$ cat src/rtl/pwl_conv_pkg.sv
package pwl_conv_pkg;
  localparam int SHW = 5;

  typedef enum logic {
    DIR_LOG  = 1'b0,
    DIR_ALOG = 1'b1
  } conv_dir_e;
endpackage

$ cat src/rtl/pwl_csa.sv
module pwl_csa #(
  parameter int AW = 20
) (
  input  logic [AW-1:0] a,
  input  logic [AW-1:0] b,
  input  logic [AW-1:0] c,
  output logic [AW-1:0] s,
  output logic [AW-1:0] cy
);
  logic [AW-1:0] maj;

  assign s   = a ^ b ^ c;
  assign maj = (a & b) | (a & c) | (b & c);
  assign cy  = {maj[AW-2:0], 1'b0};
endmodule

$ cat src/rtl/pwl_seg_rom.sv
module pwl_seg_rom
  import pwl_conv_pkg::*;
#(
  parameter int FW       = 16,
  parameter int SEG_BITS = 4,
  parameter int TERMS    = 3,
  parameter bit FOLD_TOP = 1'b1,
  parameter bit IS_LOG   = 1'b1
) (
  input  logic [SEG_BITS-1:0]  idx,
  output logic [TERMS*SHW-1:0] shifts,
  output logic [FW+3:0]        offset
);
  localparam int    AW   = FW + 4;
  localparam int    NSEG = 1 << SEG_BITS;
  localparam int    NENT = FOLD_TOP ? NSEG - 1 : NSEG;
  localparam longint ONE  = longint'(1) << FW;
  localparam longint STEP = longint'(1) << (FW - SEG_BITS);

  // log2(1 + x/ONE) scaled by ONE, floor, by repeated squaring
  function automatic longint f_log2(input longint x);
    logic [63:0] y;
    longint r;
    if (x >= ONE) return ONE;
    y = 64'(ONE + x) << (30 - FW);
    r = 0;
    for (int i = FW - 1; i >= 0; i--) begin
      y = (y * y) >> 30;
      if (y >= (64'd1 << 31)) begin
        y = y >> 1;
        r = r | (longint'(1) << i);
      end
    end
    return r;
  endfunction

  // 2^(x/ONE) - 1 scaled by ONE, by bisection on f_log2
  function automatic longint f_exp2m1(input longint x);
    longint lo, hi, mid;
    if (x >= ONE) return ONE;
    lo = 0;
    hi = ONE - 1;
    for (int it = 0; it <= FW + 1; it++) begin
      if (lo < hi) begin
        mid = (lo + hi + 1) / 2;
        if (f_log2(mid) <= x) lo = mid;
        else hi = mid - 1;
      end
    end
    return lo;
  endfunction

  function automatic longint fval(input longint x);
    return IS_LOG ? f_log2(x) : f_exp2m1(x);
  endfunction

  function automatic longint seg_len(input int g);
    return (FOLD_TOP && g == NENT - 1) ? 2 * STEP : STEP;
  endfunction

  function automatic longint seg_slope(input int g);
    longint s0, l;
    s0 = longint'(g) * STEP;
    l  = seg_len(g);
    return ((fval(s0 + l) - fval(s0)) * ONE) / l;
  endfunction

  // greedy shifts below the slope, nearest power of two for the last term
  function automatic logic [TERMS*SHW-1:0] pick_shifts(input longint a);
    logic [TERMS*SHW-1:0] res;
    longint r, err, best_err, v;
    int k, best;
    r   = a;
    res = '0;
    for (int t = 0; t < TERMS - 1; t++) begin
      k = 31;
      for (int kk = FW - 1; kk >= 0; kk--)
        if ((ONE >> kk) <= r) k = kk;
      if (k != 31) r = r - (ONE >> k);
      res[t*SHW +: SHW] = SHW'(k);
    end
    best     = 31;
    best_err = r;
    for (int kk = 0; kk < FW; kk++) begin
      v   = ONE >> kk;
      err = (r > v) ? r - v : v - r;
      if (err < best_err) begin
        best_err = err;
        best     = kk;
      end
    end
    res[(TERMS-1)*SHW +: SHW] = SHW'(best);
    return res;
  endfunction

  function automatic longint shift_total(input longint p, input logic [TERMS*SHW-1:0] sh);
    longint acc;
    acc = 0;
    for (int t = 0; t < TERMS; t++)
      acc = acc + (p >> sh[t*SHW +: SHW]);
    return acc;
  endfunction

  // segment 0 anchored at zero, the rest at their midpoint
  function automatic longint seg_offset(input int g);
    longint p;
    p = (g == 0) ? 0 : longint'(g) * STEP + seg_len(g) / 2;
    return fval(p) - shift_total(p, pick_shifts(seg_slope(g)));
  endfunction

  logic [TERMS*SHW-1:0] sh_tbl  [NENT];
  logic [AW-1:0]        off_tbl [NENT];
  logic [SEG_BITS-1:0]  idx_eff;

  for (genvar g = 0; g < NENT; g++) begin : g_ent
    localparam logic [TERMS*SHW-1:0] SH  = pick_shifts(seg_slope(g));
    localparam longint               OFF = seg_offset(g);
    assign sh_tbl[g]  = SH;
    assign off_tbl[g] = AW'(OFF);
  end

  if (FOLD_TOP) begin : g_fold
    assign idx_eff = (idx == SEG_BITS'(NSEG - 1)) ? SEG_BITS'(NSEG - 2) : idx;
  end else begin : g_nofold
    assign idx_eff = idx;
  end

  assign shifts = sh_tbl[idx_eff];
  assign offset = off_tbl[idx_eff];
endmodule

$ cat src/rtl/pwl_shift_sum.sv
module pwl_shift_sum
  import pwl_conv_pkg::*;
#(
  parameter int FW    = 16,
  parameter int TERMS = 3
) (
  input  logic [FW-1:0]        x,
  input  logic [TERMS*SHW-1:0] shifts,
  input  logic [FW+3:0]        offset,
  output logic [FW+3:0]        sum
);
  localparam int AW   = FW + 4;
  localparam int NOPS = TERMS + 1;
  localparam int NCSA = TERMS - 1;

  logic [AW-1:0] ops  [NOPS];
  logic [AW-1:0] s_ch [NCSA+1];
  logic [AW-1:0] c_ch [NCSA+1];

  for (genvar t = 0; t < TERMS; t++) begin : g_op
    assign ops[t] = AW'(x >> shifts[t*SHW +: SHW]);
  end
  assign ops[TERMS] = offset;

  assign s_ch[0] = ops[0];
  assign c_ch[0] = ops[1];

  for (genvar j = 0; j < NCSA; j++) begin : g_csa
    pwl_csa #(.AW(AW)) u_csa (
      .a  (s_ch[j]),
      .b  (c_ch[j]),
      .c  (ops[j+2]),
      .s  (s_ch[j+1]),
      .cy (c_ch[j+1])
    );
  end

  assign sum = s_ch[NCSA] + c_ch[NCSA];
endmodule

$ cat src/rtl/pwl_logconv.sv
module pwl_logconv
  import pwl_conv_pkg::*;
#(
  parameter int FW        = 16,
  parameter int EW        = 8,
  parameter int LSEG_BITS = 4,
  parameter int ASEG_BITS = 3,
  parameter int LTERMS    = 3,
  parameter int ATERMS    = 2
) (
  input  logic          clk,
  input  logic          rst_n,
  input  logic          in_valid,
  output logic          in_ready,
  input  logic          in_dir,
  input  logic [EW-1:0] in_exp,
  input  logic [FW-1:0] in_frac,
  output logic          out_valid,
  input  logic          out_ready,
  output logic [EW-1:0] out_exp,
  output logic [FW-1:0] out_frac
);
  localparam int AW = FW + 4;

  conv_dir_e               dir;
  logic [LSEG_BITS-1:0]    l_idx;
  logic [ASEG_BITS-1:0]    a_idx;
  logic [LTERMS*SHW-1:0]   l_sh;
  logic [ATERMS*SHW-1:0]   a_sh;
  logic [AW-1:0]           l_off, a_off, l_sum, a_sum, pick;
  logic [FW-1:0]           res;

  assign dir   = conv_dir_e'(in_dir);
  assign l_idx = in_frac[FW-1 -: LSEG_BITS];
  assign a_idx = in_frac[FW-1 -: ASEG_BITS];

  pwl_seg_rom #(
    .FW(FW), .SEG_BITS(LSEG_BITS), .TERMS(LTERMS), .FOLD_TOP(1'b1), .IS_LOG(1'b1)
  ) u_log_rom (
    .idx(l_idx), .shifts(l_sh), .offset(l_off)
  );

  pwl_shift_sum #(.FW(FW), .TERMS(LTERMS)) u_log_sum (
    .x(in_frac), .shifts(l_sh), .offset(l_off), .sum(l_sum)
  );

  pwl_seg_rom #(
    .FW(FW), .SEG_BITS(ASEG_BITS), .TERMS(ATERMS), .FOLD_TOP(1'b0), .IS_LOG(1'b0)
  ) u_alog_rom (
    .idx(a_idx), .shifts(a_sh), .offset(a_off)
  );

  pwl_shift_sum #(.FW(FW), .TERMS(ATERMS)) u_alog_sum (
    .x(in_frac), .shifts(a_sh), .offset(a_off), .sum(a_sum)
  );

  always_comb begin
    pick = (dir == DIR_LOG) ? l_sum : a_sum;
    if (pick[AW-1])            res = '0;
    else if (|pick[AW-2:FW])   res = '1;
    else                       res = pick[FW-1:0];
  end

  assign in_ready = !out_valid || out_ready;

  always_ff @(posedge clk or negedge rst_n) begin
    if (!rst_n) begin
      out_valid <= 1'b0;
      out_exp   <= '0;
      out_frac  <= '0;
    end else begin
      if (in_ready) out_valid <= in_valid;
      if (in_valid && in_ready) begin
        out_exp  <= in_exp;
        out_frac <= res;
      end
    end
  end
endmodule

$ cat config.mk
export PLATFORM = sky130hd
export DESIGN_NAME = pwl_logconv
export DESIGN_NICKNAME = d
export VERILOG_FILES = /design/src/rtl/pwl_conv_pkg.sv /design/src/rtl/pwl_csa.sv /design/src/rtl/pwl_seg_rom.sv /design/src/rtl/pwl_shift_sum.sv /design/src/rtl/pwl_logconv.sv
export SDC_FILE = /design/constraint.sdc
export NUM_CORES = 1
export LEC_CHECK = 0
export ABC_AREA = 1
export BUFFER_PORTS_ARGS = -buffer_cell sky130_fd_sc_hd__buf_2
export CAP_MARGIN = 20
export CELL_PAD_IN_SITES_DETAIL_PLACEMENT = 0
export CELL_PAD_IN_SITES_GLOBAL_PLACEMENT = 2
export CORE_MARGIN = 2
export CORE_UTILIZATION = 35
export DETAILED_ROUTE_END_ITERATION = 7
export PLACE_DENSITY_LB_ADDON = 0.1
export SYNTH_ARGS = -nofsm -noshare
export SYNTH_HDL_FRONTEND = slang
export SYNTH_SLANG_ARGS = --single-unit
$ cat constraint.sdc
create_clock -name clk -period 3.5 [get_ports clk]
set_input_delay 0.7 -clock clk [delete_from_list [all_inputs] [get_ports clk]]
set_output_delay 0.7 -clock clk [all_outputs]
set_load 0.02 [all_outputs]
==> flow_metrics.py <==
metrics = {
    "routing": {
        "drtIter0Drc": 512,
        "post_drt_wl_per_cell_um": 15.4,
        "ant_nets": 0,
        "vias": 7926,
        "totalWireLength_mm": 25.6,
        "first_pass_iters": 5,
        "drc": 0,
        "post_drt_via_cell_ratio": 4.78,
    },
    "power": {
        "pwr-share-seq_pct": 6.5,
        "internal_power_w": 0.00325,
        "power_frac_clock_pct": 3.9,
        "p_leak_nw": 5.46,
        "p_comb_share_pct": 89.6,
        "power.density_nw_per_um2": 649,
        "ir_drop_uv": 282,
        "swShare_pct": 49.4,
        "p_switching_w": 0.00317,
    },
    "worst_setup_path": {
        "cp.arrival_ns": 5.02,
        "r2r-start": "out_valid",
        "end_kind": "register",
        "reg2regPathDepth": 9,
        "cp_max_fo": 6,
        "worst_setup_path_start_kind": "input port",
        "cp_top_family": "adder cells",
        "cpPeakStageDelay_ns": 0.59,
        "cp_num_cells": 37,
        "crit_required_ns": 3.65,
        "criticalPathCategory": "in -> reg",
        "cpMaxStageDelayCell": "fa_2",
        "rrSetupSlack_ns": 1.78,
        "cpMostUsedCell": "nand2_1",
        "r2r_end": "out_frac[1]",
        "crit_buf_inv": 12,
    },
    "logic_synthesis": {
        "synth-seq-area-share_pct": 9.57,
        "synth_area_leader_cell": "nand2_1",
        "async_reset_ff_share_pct": 100,
        "ys_types": 46,
        "syn_inst": 1123,
        "synth_common_cells": "403 x nand2_1, 180 x inv_1, 104 x o21ai_0, 75 x nand3_1, 60 x nor2_1",
        "synth_top_flop_cell": "dfrtp_1",
        "synth_warnings": 0,
        "synthTopCellsByArea": "nand2_1 23%, fa_1 14%, inv_1 10%",
        "syn_area_sq_um": 6540,
        "synth_most_common_cell": "nand2_1",
        "ys_ff_latch": 25,
        "netlist.area_leader.share_pct": 23.1,
        "synth_edf_count": 0,
        "synth.avg_cell_area_sq_um": 5.82,
    },
    "sta": {
        "finClkSkew_ns": 0.00492,
        "timing.final.ws_setup_ns": -1.37,
        "min_period_ns": 4.87,
        "slew_violations": 0,
        "hold_viol": 0,
        "max_freq_ghz": 0.205,
        "hold_slack_ns": 0.432,
        "finalSetupViolations": 16,
        "fin_crit_sh_pct": 139,
        "rsz0062_at_grt": "yes",
        "tightest_slew_ns": 0.570,
        "slew_headroom_pct": 62.0,
    },
    "floorplan": {
        "num_rows": 49,
        "coreArea_sq_um": 18100,
        "die_w_um": 141,
        "die_h_um": 141,
        "initial_core_util_pct": 36.0,
        "ios": 55,
        "dieArea_sq_um": 19800,
    },
    "cts": {
        "cts_max_level": 1,
        "tritoncts": "built",
        "cts_root_buf": "clkbuf_16",
        "insertion_delay_ns": 0.26,
        "cts_sinks": 25,
        "clk_pin_slew_ns": 0.06,
        "clock_path_buffers": 2,
        "cts_hold_buf": 0,
        "numCtsBuffers": 3,
    },
    "grt": {
        "grt_pass1_vias": 7457,
        "grt_usage_pct": 25.6,
        "grt_max_degree": 36,
        "grt_overflow": 0,
        "grt_pass1_wl_mm": 40.0,
        "antenna_found_initial": 0,
    },
    "finish": {
        "final_util_pct": 54.5,
        "drive_above_1_share_pct": 33.9,
        "fin_nets": 1547,
        "areaGrowthSynthToFinish_pct": 51.3,
        "diodes": 0,
        "fillers": 1898,
    },
    "status": {
        "outcome": "finished with violations",
        "violations": "negative setup slack",
    },
    "placed_design": {
        "dp_hpwl_mm": 21.3,
        "port-buffer-count": 54,
        "globalplace.congestion": 0.923,
    },
    "run": {
        "cap_violations": 0,
    },
    "min_path": {
        "hold_path_class": "in -> async",
    },
}
## cell type report
class	count	area, sq um	area share, %
timing repair buffer	343	2710	27.4
clock buffer	3	75.1	0.759
sequential	25	626	6.32
multi-input combinational	864	5450	55.0
clock inverter	1	7.51	0.0759
tap	229	287	2.90
inverter	194	743	7.51
## power by group through the flow
| stage | sequential (W) | clock [W] | combinational [W] |
|---|---|---|---|
| after global routing | 0.000426 | 0.000282 | 0.00637 |
| after global placement | 0.000419 | 0 | 0.00496 |
| after floorplan | 0.000528 | 0 | 0.00266 |
| final | 0.000416 | 0.000253 | 0.00575 |
| after detailed placement | 0.000419 | 0 | 0.00498 |
| after CTS | 0.000416 | 0.000260 | 0.00553 |
## timing repair
action,4_1_cts,5_1_grt
cloned,4,2
hold endpoints to repair,0,0
pin swaps,13,39
gates resized for setup,67,60
setup endpoints to repair,16,16
setup buffers,19,5
## worst max path at each step
stage	start	end
floorplan	in_frac[14]	out_frac[3]
global placement	in_frac[15]	out_frac[2]
detailed placement	in_frac[15]	out_frac[2]
CTS	in_frac[14]	out_frac[13]
global route	in_frac[14]	out_frac[9]
finish	in_frac[14]	out_frac[9]
## state kept, by name (all words and copies together) (netlist names)
signal / count
out_exp: 8
out_frac: 16
out_valid: 1
## stage by stage
stage | instance area, sq um | cells | TNS [ns] | total power (W) | setup WS, ns
floorplan | 6670 | 1124 | -18.83 | 0.00319 | -1.21
global placement | 9020 | 1626 | -27.30 | 0.00538 | -1.73
detailed placement | 9020 | 1626 | -27.26 | 0.00540 | -1.72
CTS | 9650 | 1653 | -20.54 | 0.00621 | -1.30
global route | 9890 | 1659 | -25.58 | 0.00707 | -1.63
finish | 9890 | 1659 | -21.22 | 0.00642 | -1.37
## cell usage in the layout (no fill, tap or decap), types with 10 or more instances in the layout
cell      netlist  routed
nand2_1       403     374
buf_4           9     269
inv_1         180     168
o21ai_0       104      92
nand3_1        75      61
buf_2           9      51
nor2_1         60      49
fa_1           46      42
a21oi_1        34      29
ha_1           41      28
nand2_2         2      25
dfrtp_1        25      25
o21ai_1        25      24
inv_2          12      21
nor2_2          5      16
nand3_2         1      14
ha_4            0      12
o211ai_1       10      10
## kinds of logic after synthesis
group / after synthesis / share of synthesized area [%]
AOI/OAI and AO/OA: 192 / 15.9
adders and majority gates: 87 / 21.9
DFF: 25 / 9.57
other: 1 / 0.0574
and+or+nand+nor: 574 / 36.5
buffers and inverters: 235 / 14.7
xor gates and xnor gates: 3 / 0.402
muxes: 6 / 0.919
## per-layer routing
layer	wire length, um	GRT usage (%)	vias to the layer above
li1	-	-	4136
met1	12500	37.1	3616
met2	11800	43.0	168
met3	1280	3.57	6
met4	117	1.16	0
met5	0	0	-
Power figures use the tool's default switching activity.
